### config.mk
export PLATFORM = sky130hd
export DESIGN_NAME = ramp_adc_ctrl
export DESIGN_NICKNAME = d
export VERILOG_FILES = /design/src/rtl/ramp_adc_pkg.sv /design/src/rtl/ramp_counter.sv /design/src/rtl/ramp_ctrl.sv /design/src/rtl/ramp_adc_ctrl.sv
export SDC_FILE = /design/constraint.sdc
export NUM_CORES = 1
export LEC_CHECK = 0
export ABC_AREA = 0
export CAP_MARGIN = 20
export CORE_UTILIZATION = 35
export CTS_BUF_LIST = sky130_fd_sc_hd__clkbuf_4 sky130_fd_sc_hd__clkbuf_8 sky130_fd_sc_hd__clkbuf_16
export DETAILED_ROUTE_END_ITERATION = 10
export GPL_TIMING_DRIVEN = 0
export HOLD_SLACK_MARGIN = 0.08
export SLEW_MARGIN = 40
export SYNTH_ARGS = -nofsm -noshare
export SYNTH_HDL_FRONTEND = slang
export SYNTH_SLANG_ARGS = --single-unit
### constraint.sdc
create_clock -name clk -period 2.5 [get_ports clk]
set_clock_uncertainty 0.15 [all_clocks]
set_input_delay 0.375 -clock clk [delete_from_list [all_inputs] [get_ports clk]]
set_output_delay 0.375 -clock clk [all_outputs]
set_load 0.05 [all_outputs]
### src/rtl/ramp_adc_pkg.sv
package ramp_adc_pkg;
  typedef enum logic [1:0] {
    ST_IDLE = 2'd0,
    ST_RUN  = 2'd1,
    ST_REL  = 2'd2
  } ramp_state_t;
endpackage

### src/rtl/ramp_counter.sv
module ramp_counter #(
  parameter int W = 10
) (
  input  logic         clk,
  input  logic         rst,
  input  logic         clr,
  input  logic         inc,
  output logic [W-1:0] code,
  output logic         full,
  output logic [W:0]   steps
);
  localparam logic [W-1:0] CODE_MAX = {W{1'b1}};

  always_ff @(posedge clk) begin
    if (rst) begin
      code  <= '0;
      steps <= '0;
    end else if (clr) begin
      code  <= '0;
      steps <= {{W{1'b0}}, 1'b1};
    end else if (inc) begin
      code  <= code + 1'b1;
      steps <= steps + 1'b1;
    end
  end

  assign full = (code == CODE_MAX);

  // every increment request moves the ramp by exactly one code
  a_r3_step_one: assert property (@(posedge clk) disable iff (rst)
    (inc && !clr) |=> (code == $past(code) + 1'b1));

  // step count always leads the code by one once a conversion has begun
  a_r6_steps_track: assert property (@(posedge clk) disable iff (rst)
    clr |=> (steps == {1'b0, code} + 1'b1));
endmodule

### src/rtl/ramp_ctrl.sv
module ramp_ctrl
  import ramp_adc_pkg::*;
(
  input  logic        clk,
  input  logic        rst,
  input  logic        req,
  input  logic        cmp,
  input  logic        full,
  output logic        accept,
  output logic        inc,
  output logic        finish,
  output logic        release_now,
  output ramp_state_t state
);
  ramp_state_t state_nx;

  always_comb begin
    accept      = 1'b0;
    inc         = 1'b0;
    finish      = 1'b0;
    release_now = 1'b0;
    state_nx    = state;
    case (state)
      ST_IDLE: if (req) begin
        accept   = 1'b1;
        state_nx = ST_RUN;
      end
      ST_RUN: begin
        if (cmp || full) begin
          finish   = 1'b1;
          state_nx = ST_REL;
        end else begin
          inc = 1'b1;
        end
      end
      ST_REL: begin
        release_now = 1'b1;
        state_nx    = ST_IDLE;
      end
      default: state_nx = ST_IDLE;
    endcase
  end

  always_ff @(posedge clk) begin
    if (rst) state <= ST_IDLE;
    else     state <= state_nx;
  end

  // a finished conversion always spends exactly one cycle releasing
  a_r7_release_follows: assert property (@(posedge clk) disable iff (rst)
    finish |=> (state == ST_REL));
endmodule

### src/rtl/ramp_adc_ctrl.sv
module ramp_adc_ctrl
  import ramp_adc_pkg::*;
#(
  parameter int W = 10
) (
  input  logic         clk,
  input  logic         rst,
  input  logic         conv_req,
  input  logic         cmp_hi,
  output logic [W-1:0] dac_code,
  output logic         hold,
  output logic         busy,
  output logic         done,
  output logic [W-1:0] result,
  output logic         overrange,
  output logic [W:0]   conv_cycles
);
  logic        accept, inc, finish, release_now, full;
  logic [W:0]  steps;
  ramp_state_t state;

  ramp_ctrl u_ctrl (
    .clk(clk), .rst(rst), .req(conv_req), .cmp(cmp_hi), .full(full),
    .accept(accept), .inc(inc), .finish(finish),
    .release_now(release_now), .state(state)
  );

  ramp_counter #(.W(W)) u_cnt (
    .clk(clk), .rst(rst), .clr(accept), .inc(inc),
    .code(dac_code), .full(full), .steps(steps)
  );

  always_ff @(posedge clk) begin
    if (rst) begin
      hold        <= 1'b0;
      busy        <= 1'b0;
      done        <= 1'b0;
      result      <= '0;
      overrange   <= 1'b0;
      conv_cycles <= '0;
    end else begin
      if (accept) begin
        hold      <= 1'b1;
        busy      <= 1'b1;
        done      <= 1'b0;
        overrange <= 1'b0;
      end
      if (finish) begin
        done        <= 1'b1;
        result      <= dac_code;
        overrange   <= !cmp_hi;
        conv_cycles <= steps;
      end
      if (release_now) begin
        hold <= 1'b0;
        busy <= 1'b0;
      end
    end
  end

  // acceptance starts a fresh ramp with the sample frozen
  a_r2_accept: assert property (@(posedge clk) disable iff (rst)
    (!busy && conv_req) |=> (hold && busy && !done && dac_code == '0));

  // the input is held for every counting cycle
  a_r7_hold_in_run: assert property (@(posedge clk) disable iff (rst)
    (state == ST_RUN) |-> hold);

  // overrange only ever reports the full-scale code
  a_r5_ovr_full: assert property (@(posedge clk) disable iff (rst)
    overrange |-> (result == {W{1'b1}}));

  // outside acceptance, a raised done keeps itself and the result
  a_r9_done_sticky: assert property (@(posedge clk) disable iff (rst)
    (done && busy) |=> (done && $stable(result)));
endmodule

# == After elaboration in Yosys (flattened, before gate mapping) ==
# Index checks and enable logic that the tools add are counted.
# op_classes
add_sub_neg,2
eq_ne,5
mux,15
n_reduce_logical,8
# op_table
cell,n
$mux W1,12
$add A11 B1 Y11 const B,1
$add A10 B1 Y10 const B,1
$eq A10 B10 Y1 const B,1
$mux W2,2
$pmux W2 S2,1
$reduce_bool A2 Y1,2
$reduce_or A2 Y1,2
$eq A2 B1 Y1 const B,1
$eq A2 B2 Y1 const B,1
$logic_not A2 Y1,1
$ne A2 B1 Y1 const B,1
$ne A2 B2 Y1 const B,1
$reduce_and A2 Y1,1
$logic_not A1 Y1,1
$logic_or A1 B1 Y1,1
# totals
regBits,47

# == Logic depth before layout (Yosys ltp) ==
# Gate-level depths: netlist of run 1.
# depth
ltp_word,6
depth_mapped,6

# == Modules after synthesis ==
# A second synthesis of run 1 with hierarchy kept.
# unflattened
cells_unflattened,196
area_unflattened_um2,1876.8
# by_module_without_submodules
mod,instances,cells_per_inst,area_each_um2,seq_area_each_um2
ramp_counter,1,104,919.6,420.4
ramp_adc_ctrl,1,80,849.6,480.5
ramp_ctrl,1,12,107.6,40.0

# == Worst setup path after synthesis of run 1 ==
# No wires, ideal clock.
# synth_timing
path_type,reg-to-reg
startpoint,reg u_cnt.code[0]
endpoint,reg conv_cycles[0]
setup_ns,0.121
arrival_ns,1.989
required_ns,2.229
slack_ns,0.240
path_stages_with_launch,7
path_buffers,1
period_less_slack_ns,2.260
cell_sequence,dfxtp_1 ha_1 nand4_2 nor3_4 o21ai_2 buf_4 mux2i_1
# synth_between
elab_chain_len,4
# synth_lines
item,line,rtl
from (decl),ramp_counter.sv:8,"output logic [W-1:0] code,"
from (signal assigned),ramp_counter.sv:22,code <= code + 1'b1;
$eq A10 B10 Y1,ramp_counter.sv:27,assign full = (code == CODE_MAX);
$logic_or A1 B1 Y1,ramp_ctrl.sv:29,if (cmp || full) begin
$mux W1,ramp_ctrl.sv:29,
$mux W1,ramp_ctrl.sv:23,case (state)
to (signal assigned),ramp_adc_ctrl.sv:52,conv_cycles <= steps;
to (decl),ramp_adc_ctrl.sv:16,output logic [W:0] conv_cycles
# No other way between the ends.
# A chain may end at the register's enable or synchronous reset.

# == Worst setup path after layout of run 1 ==
# layout_timing
startpoint,in conv_req
endpoint,reg u_cnt.code[2]
# layout_between
elab_chain_len,3
# layout_lines
item,line,rtl
from (decl),ramp_adc_ctrl.sv:8,"input logic conv_req,"
$mux W1,ramp_ctrl.sv:24,ST_IDLE: if (req) begin
$mux W1,ramp_ctrl.sv:23,
$reduce_or A2 Y1 (no line),--,
# No other way between the ends.

==> impl_metrics.tcl, run 1 <==
set metrics [dict create \
    outcome "complete, no violations" \
    pin_count 39 \
    cp_data_required_time_ns 2.52 \
    rsz0062_at_grt "false" \
    synth_adder_area_share 0.0117 \
    synth_xor_area_frac 0.0163 \
    worst_slew_pin_slew_ns 0.502 \
    ctsResizeCount 0 \
    hold_viol_final 0 \
    synth_nets 235 \
    synth_top_area_frac 0.439 \
    synth.area.top_cells "dfxtp_1 (44%), nand2b_1 (11%), mux2i_1 (8.9%)" \
    place_congestion 0.781 \
    end_kind "flip-flop" \
    yosysTopAreaCell "dfxtp_1" \
    via_count 1782 \
    synth_edf_count 0 \
    cts_tree "done" \
    ys_warn_count 0 \
    cts_root_buffer "clkbuf_8" \
    grt-ovfl-total 0 \
    synth_cells 229 \
    wl_per_cell_microns 13.6 \
    yosys.area_share.simple 0.265 \
    hp-class "flip-flop to flip-flop" \
    synth_top_family_by_area "simple AND/OR/NAND/NOR gates" \
    hold_slack_ns 0.312 \
    multi_input_area_sq_mm 0.00111 \
    numCtsBuffers 5 \
    synth_ff_type "dfxtp_1" \
    portBuffers 38 \
    dr.first_iter.drc_count 71 \
    start_util 0.362 \
    power_density_mw_per_mm2 501 \
    clkLatencyLatePin_ns 0.29 \
    track_usage 0.161 \
    grt_max_degree 14 \
    synth.area.mux_share 0.0887 \
    max_stage_delay_ns 0.51 \
    p_leak_nw 0.954 \
    crit_path_cell_trace "clkdlybuf4s50_1 > nor3b_1 > or2_2 > clkbuf_1 > clkbuf_1 > nor2_1" \
    clk_pin_slew_ns 0.08 \
    synth_cell_types 38 \
    worstSetupPathType "input port to flip-flop" \
    grt_pass1_vias 1591 \
    period_share 0.903 \
    synth_compound_area_frac 0.138 \
    fin_area_sq_mm 0.00271 \
    layout.cells.non_filler 349 \
    syn2layout_area_growth_pct 26.2 \
    clock.fmax_mhz 443 \
    nets 280 \
    firstDrtPassIters 4 \
    crit_buf_inv 3 \
    slowest_stage "clkdlybuf4s50_1" \
    drc 0 \
    place_area_sq_mm 0.00262 \
    fillers 593 \
    grt_pass1_wl_microns 8030 \
    synth.yosys.seq_area_share 0.439 \
    post_cts_buffers 0 \
    synth_area_sq_mm 0.00214 \
    die_area_sq_mm 0.00644 \
    max_cap_viol_count 0 \
    slew-limit-headroom 0.664 \
    report.final.setup_viol 0 \
    die_w_microns 80.3 \
    antennaDiodeCount 0 \
    worst-path-max-fanout 10 \
    vdd_drop_max_uv 236 \
    crit_family "buffers and inverters" \
    dp_cells 342 \
    min_period_ns 2.26 \
    start_kind "input port" \
    h-tree-depth 2 \
    chipHeight_microns 80.3 \
    ys_ff_latch 47 \
    core_sq_mm 0.00592 \
    antenna_found_initial 0 \
    path_common_cell "clkbuf_1" \
    syn_area_per_cell_sq_um 9.36 \
    viasPerCell 5.11 \
    wirelength_microns 4760 \
    async_flop_share 0 \
    critPathArrivalTime_ns 2.27 \
    final_max_slew_viol_count 0 \
    cts_hold_buf 0 \
    cts_buffer_depth 2 \
    fp-row-count 28 \
    layout-drive-gt1-share 0.0693 \
    clkSinkCount 47 \
    ant_nets 0 \
    register_area_sq_um 941 \
    dp.final_hpwl_microns 3440 \
]
-- stage by stage --
stage	util	worst slack [ns]	total power [mW]	TNS [ns]
3_3_place_gp	0.442	-0.0796	0.915	-0.686
2_1_floorplan	-	0.240	0.875	0
3_5_place_dp	0.442	-0.0872	0.915	-0.658
6_report	0.457	0.243	1.35	0
4_1_cts	0.457	0.232	1.38	0
5_1_grt	0.457	0.0990	1.42	0
-- report_power, final --
part / internal (mW) / total [mW] / leakage [nW] / switching [mW]
combinational: 0.0522 / 0.129 / 0.528 / 0.0773
sequential: 0.757 / 0.767 / 0.380 / 0.00982
clock: 0.217 / 0.458 / 0.0470 / 0.241
total: 1.03 / 1.35 / 0.954 / 0.328
-- path summary, 6_finish.rpt --
kind                         startpoint                           to  slack, ns  cells past startpoint
max reg2reg  u_cnt.code[1]$_SDFFE_PP0P_  conv_cycles[8]$_SDFFE_PP0P_       0.32                      6
min              result[8]$_SDFFE_PP0P_       result[8]$_SDFFE_PP0P_       0.31                      2
min reg2reg      result[8]$_SDFFE_PP0P_       result[8]$_SDFFE_PP0P_       0.31                      2
max                            conv_req   u_cnt.code[2]$_SDFFE_PP0P_       0.24                      6
-- cell usage in the layout, fill, tap and decap left out, drive strengths merged, types with 2 or more instances in the layout --
cell           count
or2                2
a21oi             19
a211oi             3
nor3               2
nor2b              2
nor2               8
nand4              4
mux2i             19
or4                8
nand2              9
inv                6
clkdlybuf4s50     38
nor3b              2
buf                5
o31ai              8
clkbuf            13
xnor2              2
nand3             10
or3                6
xor2               2
o21ai             10
nand2b            38
dfxtp             47
ha                 2
-- layout make-up --
type	instances	area share
Multi-Input combinational cell	164	0.412
Sequential cell	47	0.348
Timing Repair Buffer	38	0.141
Tap cell	75	0.0347
Clock buffer	6	0.0305
Buffer	12	0.0241
Inverter	6	0.00833
Clock inverter	1	0.00185
-- tightest hold or removal path, delay by kind of cell (launching register included) --
family          cells  cell delay, ns
compound gates      1            0.05
buf+inv             1            0.05
flops               1            0.32
-- synthesized netlist by cell type, drive strengths merged, types with 7 or more instances --
library cell / number
nand2b: 38
nand2: 9
nor2: 8
clkbuf: 7
dfxtp: 47
mux2i: 19
nand3: 10
o21ai: 10
or4: 8
o31ai: 8
a21oi: 19
-- per-layer routing --
layer,vias up,part of all wire,global-route usage,routed length (microns)
met5,-,0,0,0
met4,0,0.0092,0.0482,44
met3,5,0.040,0.0330,191
met2,34,0.43,0.233,2030
met1,838,0.52,0.237,2490
li1,905,-,-,-
-- registers in the layout, indices dropped and copies added (netlist names) --
name          cells
u_cnt.code       10
done              1
u_ctrl.state      2
busy              1
u_cnt.steps      11
result           10
overrange         1
conv_cycles      11
-- cell families after synthesis --
group / after synthesis
multiplexers: 19
adder cells (fa/ha/maj): 2
flip-flops: 47
AND/OR/NAND/NOR: 93
XOR/XNOR: 4
buffers and inverters: 18
AO/OA/AOI/OAI: 46
Note: power is estimated with default switching activity, not from simulation.
==> inputs of run 2 (changes only) <==
==> constraint.sdc (replaced) <==
create_clock -name clk -period 2 [get_ports clk]
set_clock_uncertainty 0.15 [all_clocks]
set_input_delay 0.3 -clock clk [delete_from_list [all_inputs] [get_ports clk]]
set_output_delay 0.3 -clock clk [all_outputs]
set_load 0.05 [all_outputs]
==> impl_metrics.tcl, run 2 (same netlist as run 1, synthesis figures left out) <==
set metrics [dict create \
    hp-class "flip-flop to flip-flop" \
    clkLatencyLatePin_ns 0.30 \
    drc 0 \
    wl_per_cell_microns 13.9 \
    p_clk_frac 0.340 \
    ant_nets 0 \
    final_common_cell "nand2b_1" \
    power_density_mw_per_mm2 612 \
    crit_start "u_cnt.code[1]$_SDFFE_PP0P_" \
    worstSetupPathType "flip-flop to output pin" \
    max_cap_viol_count 0 \
    clock.fmax_mhz 510 \
    viasPerCell 5.05 \
    max_stage_delay_ns 0.81 \
    p_total_mw 1.70 \
    r2r_end "u_cnt.steps[9]$_SDFFE_PP0P_" \
    layout_common_cells "nand2b_1 (38), dfxtp_1 (36), clkdlybuf4s50_1 (31)" \
    worstReg2RegStart "u_ctrl.state[0]$_SDFFE_PP0P_" \
    start_kind "flip-flop" \
    dp_cells 342 \
    p_int_mw 1.26 \
    slowest_stage "clkdlybuf4s50_1" \
    p_leak_nw 1.06 \
    antennaDiodeCount 0 \
    crit_family "buffers and inverters" \
    p_sw_frac 0.260 \
    dp.final_hpwl_microns 3490 \
    cts_buffer_depth 2 \
    die_area_sq_mm 0.00644 \
    worst-path-max-fanout 6 \
    core_sq_mm 0.00592 \
    holdPathStages 2 \
    critPathArrivalTime_ns 1.51 \
    vdd_drop_max_uv 298 \
    grt_max_degree 16 \
    cp.depth 1 \
    place_congestion 0.747 \
    final_max_slew_viol_count 0 \
    cts_tree "done" \
    firstDrtPassIters 4 \
    pin_count 39 \
    clk_pin_slew_ns 0.09 \
    worst_slew_pin_slew_ns 0.504 \
    start_util 0.362 \
    place_area_sq_mm 0.00264 \
    chipHeight_microns 80.3 \
    p_seq_frac 0.562 \
    comb_power_share 0.098 \
    period_share 0.979 \
    grt-ovfl-total 0 \
    report.final.setup_viol 0 \
    cp_data_required_time_ns 1.55 \
    crit_buf_inv 1 \
    reg_top3 "conv_cycles (11), u_cnt.steps (11)" \
    clkSinkCount 47 \
    hold_end "result[8]$_SDFFE_PP0P_" \
    track_usage 0.166 \
    cts_hold_buf 0 \
    r2r_setup_slack_ns 0.10 \
    antenna_found_initial 0 \
    reg2reg_depth 6 \
    min_from "result[8]$_SDFFE_PP0P_" \
    slew-limit-headroom 0.663 \
    cts_root_buffer "clkbuf_8" \
    dr.first_iter.drc_count 83 \
    grt_pass1_wl_microns 8230 \
    min_period_ns 1.96 \
    wirelength_microns 4920 \
    syn2layout_area_growth_pct 29.7 \
    fin_area_sq_mm 0.00278 \
    nets 285 \
    rsz0062_at_grt "false" \
    hold_viol_final 0 \
    die_w_microns 80.3 \
    portBuffers 38 \
    h-tree-depth 2 \
    switchingPower_uw 442 \
    layout-drive-gt1-share 0.139 \
    crit_path_cell_trace "clkdlybuf4s50_1" \
    grt_pass1_vias 1652 \
    fp-row-count 28 \
    end_kind "output pin" \
    layout.cells.non_filler 355 \
    via_count 1793 \
    numCtsBuffers 5 \
    outcome "complete, no violations" \
]
[run 2: worst max path at each step]
| stage | end |
|---|---|
| 2_1_floorplan | conv_cycles[0]$_SDFFE_PP0P_ |
| 3_3_place_gp | u_cnt.code[2]$_SDFFE_PP0P_ |
| 3_5_place_dp | u_cnt.code[2]$_SDFFE_PP0P_ |
| 4_1_cts | u_cnt.steps[3]$_SDFFE_PP0P_ |
| 5_1_grt | u_cnt.steps[10]$_SDFFE_PP0P_ |
| 6_report | dac_code[1] |
[run 2: layout make-up]
| type | instances | area [sq um] |
|---|---|---|
| buffer | 11 | 62.6 |
| clock buffer | 5 | 68.8 |
| clock inverter | 3 | 18.8 |
| fill | 595 | 3140 |
| inverter | 6 | 22.5 |
| multi-input combinational | 164 | 1130 |
| sequential | 47 | 960 |
| tap | 75 | 93.8 |
| timing repair buffer | 44 | 428 |
[run 2: per-layer routing]
| metal | track usage | vias up | wire [microns] |
|---|---|---|---|
| li1 | - | 923 | - |
| met1 | 0.243 | 826 | 2610 |
| met2 | 0.242 | 39 | 2090 |
| met3 | 0.0307 | 5 | 168 |
| met4 | 0.0554 | 0 | 50 |
| met5 | 0 | - | 0 |
[run 2: repair_timing]
item / CTS / global route
setup buffers: 4 / 2
cloned: 0 / 0
setup endpoints to repair: 23 / 13
gates resized for setup: 5 / 6
pin swaps: 3 / 2
[run 2: metrics by stage]
| stage | TNS (ns) | hold WS [ns] | util | worst slack, ns |
|---|---|---|---|---|
| 2_1_floorplan | 0 | 0.302 | - | 0.104 |
| 3_3_place_gp | -7.39 | 0.295 | 0.445 | -0.499 |
| 3_5_place_dp | -7.61 | 0.296 | 0.445 | -0.487 |
| 4_1_cts | 0 | 0.311 | 0.464 | 0.00533 |
| 5_1_grt | 0 | 0.334 | 0.470 | 0.00444 |
| 6_report | 0 | 0.310 | 0.470 | 0.0411 |
[run 2: power by group through the flow]
stage	combinational, mW	clock [mW]	sequential [mW]
3_5_place_dp	0.163	0	0.978
4_1_cts	0.166	0.595	0.956
2_1_floorplan	0.0923	0	0.999
3_3_place_gp	0.162	0	0.978
5_1_grt	0.180	0.630	0.958
6_report	0.167	0.577	0.956
==> inputs of run 3 (changes only) <==
--- a/config.mk
+++ b/config.mk
@@ -7,6 +7,7 @@
 export LEC_CHECK = 0
 export ABC_AREA = 0
 export CAP_MARGIN = 20
+export CORE_MARGIN = 2
 export CORE_UTILIZATION = 35
 export CTS_BUF_LIST = sky130_fd_sc_hd__clkbuf_4 sky130_fd_sc_hd__clkbuf_8 sky130_fd_sc_hd__clkbuf_16
 export DETAILED_ROUTE_END_ITERATION = 10
==> impl_metrics.tcl, run 3 (same netlist as run 1, synthesis figures left out) <==
set metrics [dict create \
    setup_slack_ns 0.0484 \
    antenna_found_initial 0 \
    max_cap_viol_count 0 \
    report.final.setup_viol 0 \
    cts_tree "done" \
    final_max_slew_viol_count 0 \
    crit_buf_inv 1 \
    hold_viol_final 0 \
    crit_start "u_cnt.code[7]$_SDFFE_PP0P_" \
    critPathArrivalTime_ns 1.50 \
    numCtsBuffers 5 \
    hp-class "flip-flop to flip-flop" \
    period_share 0.976 \
    h-tree-depth 2 \
    viasPerCell 5.12 \
    cp_data_required_time_ns 1.55 \
    reg_top3 "conv_cycles (11), u_cnt.steps (11)" \
    final_common_cell "nand2b_1" \
    clkSinkCount 47 \
    dp.final_hpwl_microns 3530 \
    fp-row-count 28 \
    chipHeight_microns 82.3 \
    dr.first_iter.drc_count 77 \
    syn2layout_area_growth_pct 30.9 \
    track_usage 0.162 \
    dp_cells 342 \
    fin_util 0.474 \
    crit_family "buffers and inverters" \
    pin_count 39 \
    worst_slew_pin_slew_ns 0.516 \
    grt_max_degree 14 \
    grt-ovfl-total 0 \
    wirelength_microns 4910 \
    clock.fmax_mhz 512 \
    grt_pass1_wl_microns 8380 \
    tns_ns 0 \
    min_from "result[8]$_SDFFE_PP0P_" \
    max_stage_delay_ns 0.82 \
    end_kind "output pin" \
    power_density_mw_per_mm2 628 \
    place_ws_ns -0.533 \
    register_area_sq_um 960 \
    via_count 1808 \
    worstSetupPathType "flip-flop to output pin" \
    crit_path_cell_trace "clkdlybuf4s50_1" \
    worstReg2RegStart "u_cnt.steps[3]$_SDFFE_PP0P_" \
    slowest_stage "clkdlybuf4s50_1" \
    cts_buffer_depth 2 \
    place_area_sq_mm 0.00264 \
    p_total_mw 1.76 \
    layout-drive-gt1-share 0.137 \
    layout_common_cells "nand2b_1 (38), dfxtp_1 (36), clkdlybuf4s50_1 (31)" \
    start_kind "flip-flop" \
    vdd_drop_max_uv 241 \
    die_area_sq_mm 0.00677 \
    firstDrtPassIters 4 \
    hold_slack_ns 0.311 \
    multi_input_area_sq_mm 0.00113 \
    r2r_setup_slack_ns 0.11 \
    start_util 0.362 \
    place_congestion 0.752 \
    clk_pin_slew_ns 0.08 \
    min_period_ns 1.95 \
    cts_root_buffer "clkbuf_8" \
    portBuffers 38 \
    wl_per_cell_microns 13.9 \
    drc 0 \
    p_leak_nw 1.09 \
    nets 284 \
    fillers 574 \
    die_w_microns 82.3 \
    ant_nets 0 \
    antennaDiodeCount 0 \
    slew-limit-headroom 0.655 \
    fin_area_sq_mm 0.00281 \
    worst-path-max-fanout 5 \
    grt_pass1_vias 1697 \
    core_sq_mm 0.00592 \
    layout.cells.non_filler 353 \
    outcome "complete, no violations" \
    clkLatencyLatePin_ns 0.29 \
]
[run 3: worst reg2reg max path: cells and delay by family (launching register included)]
kind	cells	cell delay [ns]
AO/OA/AOI/OAI	1	0.15
flip-flops	1	0.45
AND/OR/NAND/NOR	3	1.08
[run 3: layout make-up]
| class | instances | area share |
|---|---|---|
| multi-input combinational | 164 | 0.403 |
| sequential | 47 | 0.342 |
| timing repair buffer | 43 | 0.153 |
| clock buffer | 7 | 0.0361 |
| tap | 75 | 0.0335 |
| buffer | 11 | 0.0245 |
| inverter | 6 | 0.00803 |
[run 3: power by group]
group	total [mW]	switching, mW	internal, mW
combinational	0.168	0.0987	0.0697
clock	0.635	0.305	0.330
sequential	0.957	0.0126	0.945
[run 3: metal layers]
metal | part of all wire | track usage | vias up
met2 | 0.42 | 0.237 | 42
met5 | 0 | 0 | -
met4 | 0.016 | 0.0567 | 0
li1 | - | - | 918
met1 | 0.52 | 0.236 | 841
met3 | 0.037 | 0.0315 | 7
[run 3: final timing paths]
path                                                      to  cells past startpoint
worst max-delay path                             dac_code[7]                      1
worst min-delay path                  result[8]$_SDFFE_PP0P_                      2
worst max register to register  u_cnt.steps[10]$_SDFFE_PP0P_                      4
worst min register to register        result[8]$_SDFFE_PP0P_                      2
[run 3: repair_timing]
| action | in CTS | in global routing |
|---|---|---|
| buffers inserted | 4 | 1 |
| hold buffers | 0 | 0 |
| resized for setup | 4 | 10 |
| pin swaps | 3 | 1 |
| endpoints found under the setup margin | 19 | 33 |
